===== config.mk =====
export PLATFORM = sky130hd
export DESIGN_NAME = blkcopy_dma
export DESIGN_NICKNAME = d
export VERILOG_FILES = /design/src/rtl/blkcopy_pkg.sv /design/src/rtl/blkcopy_regs.sv /design/src/rtl/blkcopy_engine.sv /design/src/rtl/blkcopy_dma.sv
export SDC_FILE = /design/constraint.sdc
export NUM_CORES = 1
export LEC_CHECK = 0
export BUFFER_PORTS_ARGS = -buffer_cell sky130_fd_sc_hd__buf_2
export CAP_MARGIN = 20
export CORE_MARGIN = 5
export CORE_UTILIZATION = 40
export DETAILED_ROUTE_END_ITERATION = 7
export PLACE_DENSITY = 0.54
export SYNTH_ARGS = -nofsm -noshare
export SYNTH_HDL_FRONTEND = slang
export SYNTH_SLANG_ARGS = --single-unit

===== constraint.sdc =====
create_clock -name clk -period 3.8 [get_ports clk]
set_input_delay 0.57 -clock clk [delete_from_list [all_inputs] [get_ports clk]]
set_output_delay 0.57 -clock clk [all_outputs]
set_load 0.01 [all_outputs]

===== src/rtl/blkcopy_pkg.sv =====
package blkcopy_pkg;
    localparam int ADDR_W   = 20;
    localparam int LEN_W    = 16;
    localparam int BYTE_W   = 8;
    localparam int OFF_W    = 4;
    localparam int NUM_BANK = 8;
    localparam int LOW_W    = 16;
    localparam int HI_W     = ADDR_W - LOW_W;

    localparam logic [OFF_W-1:0] OFF_SRC_LO  = 4'd0;
    localparam logic [OFF_W-1:0] OFF_SRC_MID = 4'd1;
    localparam logic [OFF_W-1:0] OFF_SRC_HI  = 4'd2;
    localparam logic [OFF_W-1:0] OFF_DST_HI  = 4'd3;
    localparam logic [OFF_W-1:0] OFF_DST_LO  = 4'd4;
    localparam logic [OFF_W-1:0] OFF_DST_MID = 4'd5;
    localparam logic [OFF_W-1:0] OFF_LEN_LO  = 4'd6;
    localparam logic [OFF_W-1:0] OFF_LEN_HI  = 4'd7;
    localparam logic [OFF_W-1:0] OFF_CTRL    = 4'd8;

    localparam int CTRL_GO  = 7;
    localparam int CTRL_DIR = 0;

    typedef logic [ADDR_W-1:0] addr_t;
    typedef logic [BYTE_W-1:0] byte_t;
    typedef logic [LEN_W-1:0]  len_t;

    typedef struct packed {
        addr_t src;
        addr_t dst;
        len_t  len;
        logic  down;
    } xfer_cfg_t;

    typedef enum logic [1:0] {
        ENG_IDLE  = 2'd0,
        ENG_FETCH = 2'd1,
        ENG_STORE = 2'd2
    } eng_state_e;

    function automatic addr_t addr_step(input addr_t a, input logic down);
        return down ? (a - addr_t'(1)) : (a + addr_t'(1));
    endfunction
endpackage


===== src/rtl/blkcopy_regs.sv =====
module blkcopy_regs
    import blkcopy_pkg::*;
(
    input  logic                clk,
    input  logic                rst,
    input  logic                wr_en,
    input  logic [OFF_W-1:0]    wr_off,
    input  byte_t               wr_data,
    input  logic [OFF_W-1:0]    rd_off,
    output byte_t               rd_data,
    input  logic                busy_i,
    input  logic                done_i,
    input  logic [LOW_W-1:0]    fin_src_i,
    input  logic [LOW_W-1:0]    fin_dst_i,
    output logic                launch_o,
    output xfer_cfg_t           cfg_o
);
    logic [NUM_BANK-1:0][BYTE_W-1:0] bank_q;
    logic [BYTE_W-2:0]               ctrl_q;
    len_t                            len_now;
    logic                            go_write;
    logic                            idle_wr;

    assign len_now  = {bank_q[OFF_LEN_HI], bank_q[OFF_LEN_LO]};
    assign idle_wr  = wr_en && !busy_i;
    assign go_write = idle_wr && (wr_off == OFF_CTRL) && wr_data[CTRL_GO];
    assign launch_o = go_write && (len_now != '0);

    assign cfg_o.src  = {bank_q[OFF_SRC_HI][HI_W-1:0], bank_q[OFF_SRC_MID], bank_q[OFF_SRC_LO]};
    assign cfg_o.dst  = {bank_q[OFF_DST_HI][HI_W-1:0], bank_q[OFF_DST_MID], bank_q[OFF_DST_LO]};
    assign cfg_o.len  = len_now;
    assign cfg_o.down = wr_data[CTRL_DIR];

    always_ff @(posedge clk) begin
        if (rst) begin
            bank_q <= '0;
            ctrl_q <= '0;
        end else if (done_i) begin
            bank_q[OFF_SRC_LO]  <= fin_src_i[7:0];
            bank_q[OFF_SRC_MID] <= fin_src_i[15:8];
            bank_q[OFF_DST_LO]  <= fin_dst_i[7:0];
            bank_q[OFF_DST_MID] <= fin_dst_i[15:8];
            bank_q[OFF_LEN_LO]  <= '0;
            bank_q[OFF_LEN_HI]  <= '0;
            ctrl_q              <= '0;
        end else if (idle_wr) begin
            for (int i = 0; i < NUM_BANK; i++) begin
                if (wr_off == OFF_W'(i)) bank_q[i] <= wr_data;
            end
            if (wr_off == OFF_CTRL) begin
                ctrl_q <= (wr_data[CTRL_GO] && len_now == '0) ? '0 : wr_data[BYTE_W-2:0];
            end
        end
    end

    always_comb begin
        rd_data = '0;
        if (rd_off == OFF_CTRL)
            rd_data = {busy_i, ctrl_q};
        else if (rd_off < OFF_W'(NUM_BANK))
            rd_data = bank_q[rd_off[2:0]];
    end


    busy_write_ignored_chk: assert property (@(posedge clk) disable iff (rst)
        (busy_i && wr_en && !done_i) |=> ($stable(bank_q) && $stable(ctrl_q)));


    done_clears_chk: assert property (@(posedge clk) disable iff (rst)
        done_i |=> (len_now == '0 && ctrl_q == '0));


    zero_start_chk: assert property (@(posedge clk) disable iff (rst)
        (go_write && len_now == '0) |=> (ctrl_q == '0 && !busy_i));
endmodule


===== src/rtl/blkcopy_engine.sv =====
module blkcopy_engine
    import blkcopy_pkg::*;
(
    input  logic             clk,
    input  logic             rst,
    input  logic             launch_i,
    input  xfer_cfg_t        cfg_i,
    output logic             busy_o,
    output logic             done_o,
    output logic [LOW_W-1:0] fin_src_o,
    output logic [LOW_W-1:0] fin_dst_o,
    output logic             mem_req,
    output logic             mem_we,
    output addr_t            mem_addr,
    output byte_t            mem_wdata,
    input  byte_t            mem_rdata,
    input  logic             mem_ack
);
    eng_state_e state_q;
    addr_t      src_q, dst_q, src_nxt, dst_nxt;
    len_t       left_q;
    logic       down_q;
    byte_t      hold_q;
    logic       last_step;

    assign src_nxt   = addr_step(src_q, down_q);
    assign dst_nxt   = addr_step(dst_q, down_q);
    assign last_step = (left_q == len_t'(1));

    assign busy_o    = (state_q != ENG_IDLE);
    assign mem_req   = busy_o;
    assign mem_we    = (state_q == ENG_STORE);
    assign mem_addr  = mem_we ? dst_q : src_q;
    assign mem_wdata = hold_q;
    assign done_o    = (state_q == ENG_STORE) && mem_ack && last_step;
    assign fin_src_o = src_nxt[LOW_W-1:0];
    assign fin_dst_o = dst_nxt[LOW_W-1:0];

    always_ff @(posedge clk) begin
        if (rst) begin
            state_q <= ENG_IDLE;
            src_q   <= '0;
            dst_q   <= '0;
            left_q  <= '0;
            down_q  <= 1'b0;
            hold_q  <= '0;
        end else begin
            unique case (state_q)
                ENG_IDLE: if (launch_i) begin
                    src_q   <= cfg_i.src;
                    dst_q   <= cfg_i.dst;
                    left_q  <= cfg_i.len;
                    down_q  <= cfg_i.down;
                    state_q <= ENG_FETCH;
                end
                ENG_FETCH: if (mem_ack) begin
                    hold_q  <= mem_rdata;
                    state_q <= ENG_STORE;
                end
                ENG_STORE: if (mem_ack) begin
                    src_q   <= src_nxt;
                    dst_q   <= dst_nxt;
                    left_q  <= left_q - len_t'(1);
                    state_q <= last_step ? ENG_IDLE : ENG_FETCH;
                end
                default: state_q <= ENG_IDLE;
            endcase
        end
    end


    req_hold_chk: assert property (@(posedge clk) disable iff (rst)
        (mem_req && !mem_ack) |=> (mem_req && $stable(mem_addr) && $stable(mem_we) && $stable(mem_wdata)));


    read_then_write_chk: assert property (@(posedge clk) disable iff (rst)
        (mem_req && !mem_we && mem_ack) |=> (mem_req && mem_we && mem_wdata == $past(mem_rdata)));


    src_walk_chk: assert property (@(posedge clk) disable iff (rst)
        (mem_req && mem_we && mem_ack && !last_step) |=>
            (mem_addr == addr_step($past(src_q), down_q)));


    idle_quiet_chk: assert property (@(posedge clk) disable iff (rst)
        !busy_o |-> !mem_req);
endmodule


===== src/rtl/blkcopy_dma.sv =====
module blkcopy_dma
    import blkcopy_pkg::*;
(
    input  logic        clk,
    input  logic        rst,
    input  logic        reg_wr_en,
    input  logic [3:0]  reg_wr_off,
    input  logic [7:0]  reg_wr_data,
    input  logic [3:0]  reg_rd_off,
    output logic [7:0]  reg_rd_data,
    output logic        busy,
    output logic        mem_req,
    output logic        mem_we,
    output logic [19:0] mem_addr,
    output logic [7:0]  mem_wdata,
    input  logic [7:0]  mem_rdata,
    input  logic        mem_ack
);
    xfer_cfg_t        cfg;
    logic             launch;
    logic             done;
    logic [LOW_W-1:0] fin_src, fin_dst;

    blkcopy_regs u_regs (
        .clk       (clk),
        .rst       (rst),
        .wr_en     (reg_wr_en),
        .wr_off    (reg_wr_off),
        .wr_data   (reg_wr_data),
        .rd_off    (reg_rd_off),
        .rd_data   (reg_rd_data),
        .busy_i    (busy),
        .done_i    (done),
        .fin_src_i (fin_src),
        .fin_dst_i (fin_dst),
        .launch_o  (launch),
        .cfg_o     (cfg)
    );

    blkcopy_engine u_engine (
        .clk       (clk),
        .rst       (rst),
        .launch_i  (launch),
        .cfg_i     (cfg),
        .busy_o    (busy),
        .done_o    (done),
        .fin_src_o (fin_src),
        .fin_dst_o (fin_dst),
        .mem_req   (mem_req),
        .mem_we    (mem_we),
        .mem_addr  (mem_addr),
        .mem_wdata (mem_wdata),
        .mem_rdata (mem_rdata),
        .mem_ack   (mem_ack)
    );


    launch_busy_chk: assert property (@(posedge clk) disable iff (rst)
        launch |=> busy);
endmodule


== After elaboration in Yosys (flattened, before gate mapping) ==
Cells that the tools add are included.
Widths: inputs -> output; s select.

* Add/subtract/negate cells: 5
* Magnitude comparators: 2
* Eq/ne operators: 15
* Multiplexer cells: 31
* Bitwise logic cells: 1
* Reduce and logical (&&, ||, !) cells: 33

{| class="wikitable"
|+ Operators with widths
! kind !! number
|-
| $mux 20 || 7
|-
| $pmux 20 s2 || 2
|-
| $mux 8 || 9
|-
| $mux 16 || 4
|-
| $mux 48 || 1
|-
| $add 20x1->20 const B || 2
|-
| $sub 20x1->20 const B || 2
|-
| $pmux 16 s2 || 1
|-
| $bmux 8 s3 || 1
|-
| $reduce_and 2->1 || 9
|-
| $eq 16x1->1 const B || 1
|-
| $eq 4x3->1 const B || 4
|-
| $logic_not 16->1 || 1
|-
| $reduce_bool 16->1 || 1
|-
| $sub 16x1->16 const B || 1
|-
| $reduce_bool 2->1 || 7
|-
| $reduce_and 3->1 || 4
|-
| $eq 4x2->1 const B || 2
|-
| $eq 4x4->1 const B || 2
|-
| $logic_and 1x1->1 || 7
|-
| $mux 7 || 1
|-
| $mux 2 || 3
|-
| $ne 2x2->1 const B || 3
|-
| $pmux 2 s3 || 1
|-
| 11 further kinds || 11
|}

* Register bits: 138
* Bits of input ports: 28
* Output and inout bits: 39
* Word-level logic and storage cells: 102

== Depth between registers and ports, before layout ==
* Word-level depth: 8
* Depth in mapped cells: 10
* Depth with buffers taken out: 9

== Cells and area by module ==
From an unflattened synthesis, not the netlist that was laid out.

* Cells, all modules: 1175
* Area, all modules: 9307.7 µm²

{| class="wikitable"
|+ By module, submodules not included
! module !! instances !! cells an instance !! area each (µm²) !! seq. area each (µm²)
|-
| blkcopy_engine || 1 || 753 || 5362.6 || 1341.3
|-
| blkcopy_regs || 1 || 422 || 3945.0 || 1421.4
|}

== Least setup slack after synthesis ==
No wires, ideal clock.

* Kind: reg2reg
* Start point: reg u_engine.down_q
* End point: reg u_engine.src_q[16]
* Setup time: 0.095 ns
* Data arrival time: 3.091 ns
* Data required time: 3.705 ns
* Path slack: 0.613 ns
* Stages on the path, launching flop included: 10
* Path buffers: 0
* Clock period less this slack: 3.187 ns
* Cells stage by stage: dfxtp_1 > inv_1 > fa_1 > nand2b_1 > a21o_1 > and2_1 > o21ai_1 > a31oi_1 > xor2_1 > a221oi_1

* Cells in the longest elaborated chain, start to end: 3

{| class="wikitable"
|+ Ends and longest elaborated chain
! item !! line !! RTL
|-
| start, declared || blkcopy_engine.sv:22 || <nowiki>logic down_q;</nowiki>
|-
| start signal, assigned || blkcopy_engine.sv:53 || <nowiki>down_q <= cfg_i.down;</nowiki>
|-
| $mux 20 || blkcopy_pkg.sv:41 || <nowiki>return down ? (a - addr_t'(1)) : (a + addr_t'(1));</nowiki>
|-
| $mux 20 || blkcopy_engine.sv:60 || <nowiki>ENG_STORE: if (mem_ack) begin</nowiki>
|-
| $pmux 20 s2 || blkcopy_engine.sv:48 || <nowiki>unique case (state_q)</nowiki>
|-
| end signal, assigned || blkcopy_engine.sv:50 || <nowiki>src_q <= cfg_i.src;</nowiki>
|-
| end signal, assigned || blkcopy_engine.sv:61 || <nowiki>src_q <= src_nxt;</nowiki>
|-
| end, declared || blkcopy_engine.sv:20 || <nowiki>addr_t src_q, dst_q, src_nxt, dst_nxt;</nowiki>
|}

Every way passes these cells. The select of a mux whose other input is x is not followed.
A chain may end at the register's enable or synchronous reset.

== Final worst setup path ==
* Start point: reg u_engine.down_q
* End point: reg u_engine.src_q[17]

Same word-level chain as after synthesis.

==> impl_results.md <==
* Tightest Pin Transition at 0.899 ns
* Unrepaired setup endpoints after global routing: false
* Status: completed
* Fmax at 0.333 GHz
* Chip height at 158 microns
* Row count at 54
* Layout cells sized above 1 at 13.4%
* Initial Util at 40.5%
* Util after Layout at 45.8%
* Leak at 4.27 nW
* Synth area leaders: dfxtp_1 (31%), nand2_1 (6.9%), nor2_1 (6.4%), mux2i_1 (5.9%), ha_1 (5.4%)
* Final net count at 1212
* VDD IR-drop max at 0.000288 V
* Largest net degree at the start of global routing at 77
* I/O pin count at 67
* Critical path data required time at 4.14 ns
* Most used flip-flop cell after synthesis: dfxtp_1
* FF-to-FF End: u_engine.src_q[17]$_SDFFE_PP0P_
* Num CTS Buffers at 17
* Die W at 158 microns
* H-tree levels at 4
* DRC viols at 0
* Initial DRC Count at 860
* Final Cycle Share at 79.1%
* Hold Path Origin: mem_rdata[7]
* Synth Net Count at 1179
* Synthesized area at 0.00881 sq mm
* DP HPWL at 22600 microns
* DR pass1 iterations at 5
* Clk root buf: clkbuf_16
* Clock Tree Buf Depth at 2
* TritonCTS Sinks at 138
* Final setup TNS at 0 ns
* Final wirelength at 31400 microns
* Hold buffers post-CTS at 0
* WHS Path Cells at 3
* Reg2reg start: u_engine.down_q$_SDFFE_PP0P_
* CP arrival at 3.34 ns
* Initial antenna violation count at 0
* Clk_lat worst skew at 0.43 ns
* Hold Path Sink: u_engine.mem_wdata[7]$_SDFFE_PP0P_
* EDFF count, synth at 0
* Area grow syn2layout at 13.0%
* Synth area leader: dfxtp_1
* Final hold viol count at 0
* HP Class: in -> reg
* Syn Area/Cell at 7.93 sq um
* Setup crit end kind: register
* Fin crit period at 3.01 ns
* Worst Skew at 0.0127 ns
* Synth Instances at 1111
* Post-DR vias/cell at 6.02
* Startpoint types: register
* # diodes at 0
* TritonCTS clock tree: done
* Max_cap viols at 0
* Global Route Usage Sum at 25.3%
* Seq/Total Area, Yosys at 31.4%
* #FFs+latches synth at 138
* R2R setup slack at 0.79 ns
* Port Buf Inserts at 66
* Setup Crit Path Kind: reg -> reg
* Die Area at 0.0251 sq mm
* Antenna-violating nets left at 0
* Routed vias at 8647
* Top cell type's share of synthesized area at 31.4%
* Pwr dens at 343 mW/mm^2
* GPL Wtd Cong at 0.865
* Max FO, Critical Path at 26
* Total number of yosys warnings at 0
* WL/cell at 21.8 microns
* Final Setup Violations at 0
* PostCTS Resize Cnt at 0
* Core Box Area at 0.0218 sq mm
* Post-synthesis async set-or-reset flop share at 0%
* Post-synthesis cell type count at 74
* Worst slew margin at 40.1%
* Vias in the first global route at 7960
* Gr ovfl total at 0
* Clock transition at path regs at 0.07 ns
* Global-route wire length before repair at 48500 microns
* Final Max Tran Viols at 0
* Postcts setup bufs at 0
* Reg2Reg Depth at 8
power by group:
| group | total (mW) | switching, mW | internal (mW) |
|---|---|---|---|
| logic | 0.184 | 0.126 | 0.0576 |
| registers | 1.47 | 0.0142 | 1.46 |
| clock network | 1.76 | 0.764 | 0.998 |
| total | 3.42 | 0.905 | 2.51 |
worst max-delay path, stage by stage (launching register included):
cell and delay (ns):
dfxtp_2 0.70, buf_4 0.36, ha_1 0.33, a211oi_1 0.36, a21oi_2 0.16, o41ai_2 0.40
o21ai_1 0.13, mux2i_1 0.14, a2111oi_2 0.34
sequential cells by signal, indices dropped and copies added, names as in the netlist:
signal / flops
u_regs.cfg_o: 56
u_engine.state_q: 2
u_regs.ctrl_q: 7
u_engine.src_q: 20
u_engine.dst_q: 20
u_engine.mem_wdata: 8
u_engine.left_q: 16
u_regs.bank_q: 8
u_engine.down_q: 1
cells by family after synthesis:
kind of cell / Yosys count / synth area share, %
DFF: 138 / 31.4
adders and majority gates: 40 / 5.85
xor gates and xnor gates: 24 / 2.39
and+or+nand+nor: 432 / 22.2
muxes: 68 / 10.0
AOI/OAI and AO/OA: 321 / 24.0
buffers and inverters: 88 / 4.22
per-stage QoR:
stage	power (mW)	hold WS (ns)	std cells	worst slack (ns)	area (sq um)
floorplan	1.61	0.445	1111	0.613	8810
global placement	1.69	0.461	1405	0.825	9350
detailed placement	1.69	0.469	1405	0.810	9350
CTS	3.43	0.353	1437	0.801	9960
global route	3.51	0.350	1437	0.528	9960
finish	3.42	0.361	1437	0.795	9960
how the worst max path moves through the flow:
stage / cells past startpoint / slack, ns / endpoint / startpoint
after CTS: 9 / 0.80 / u_engine.src_q[19]$_SDFFE_PP0P_ / u_engine.down_q$_SDFFE_PP0P_
final: 8 / 0.79 / u_engine.src_q[17]$_SDFFE_PP0P_ / u_engine.down_q$_SDFFE_PP0P_
after global routing: 9 / 0.53 / u_engine.src_q[19]$_SDFFE_PP0P_ / u_engine.down_q$_SDFFE_PP0P_
after detailed placement: 9 / 0.81 / u_engine.src_q[19]$_SDFFE_PP0P_ / u_engine.down_q$_SDFFE_PP0P_
after global placement: 9 / 0.82 / u_engine.src_q[19]$_SDFFE_PP0P_ / u_engine.down_q$_SDFFE_PP0P_
after floorplan: 9 / 0.61 / u_engine.src_q[16]$_SDFFE_PP0P_ / u_engine.down_q$_SDFFE_PP0P_
synth_stat cells, types with 3 or more instances:
library cell / instances
a211oi_1: 26
a21boi_0: 5
a21o_1: 25
a21oi_1: 89
a221oi_1: 10
a22oi_1: 16
a311oi_1: 9
a31oi_1: 12
a32oi_1: 5
and2_1: 6
and3_1: 6
and4_1: 3
buf_1: 6
buf_2: 20
buf_4: 4
clkbuf_1: 38
dfxtp_1: 138
ha_1: 38
inv_1: 17
mux2i_1: 52
mux4_2: 16
nand2_1: 161
nand2b_1: 8
nand3_1: 14
nand3b_1: 3
nand4_1: 5
nor2_1: 150
nor2b_1: 9
nor3_1: 30
nor4_1: 13
o2111ai_1: 4
o211ai_1: 10
o21a_1: 6
o21ai_0: 56
o21ai_1: 4
o21bai_1: 4
o22ai_1: 9
o31ai_1: 9
or2_2: 4
or3_1: 6
xnor2_1: 14
xor2_1: 10
area by class of cell:
cell class,count,area (sq um)
flip-flops and latches,138,2760
clock inverters,14,174
clock buffers,18,429
well taps,280,350
inverters,19,71.3
fillers,2236,11800
multi-input cells,885,5680
repair buffers,83,485
metal layers:
metal / share of wire [%] / wire length (microns) / vias to the layer above / track usage (%)
met5: 0 / 0 / - / 0
met4: 1.9 / 588 / 0 / 6.46
met3: 7.4 / 2320 / 31 / 4.51
met2: 42 / 13100 / 357 / 36.3
met1: 49 / 15400 / 4116 / 38.9
li1: - / - / 4143 / -
placed cells by master, fill, tap and decap left out, drive strengths merged, types with 25 or more instances in the layout:
cell type	n
nor2	152
buf	83
o21ai	60
a211oi	27
nand2	161
a21o	25
a21oi	91
ha	38
mux2i	52
nor3	31
dfxtp	138
inv	27
Note: power is estimated with default switching activity, not from simulation.
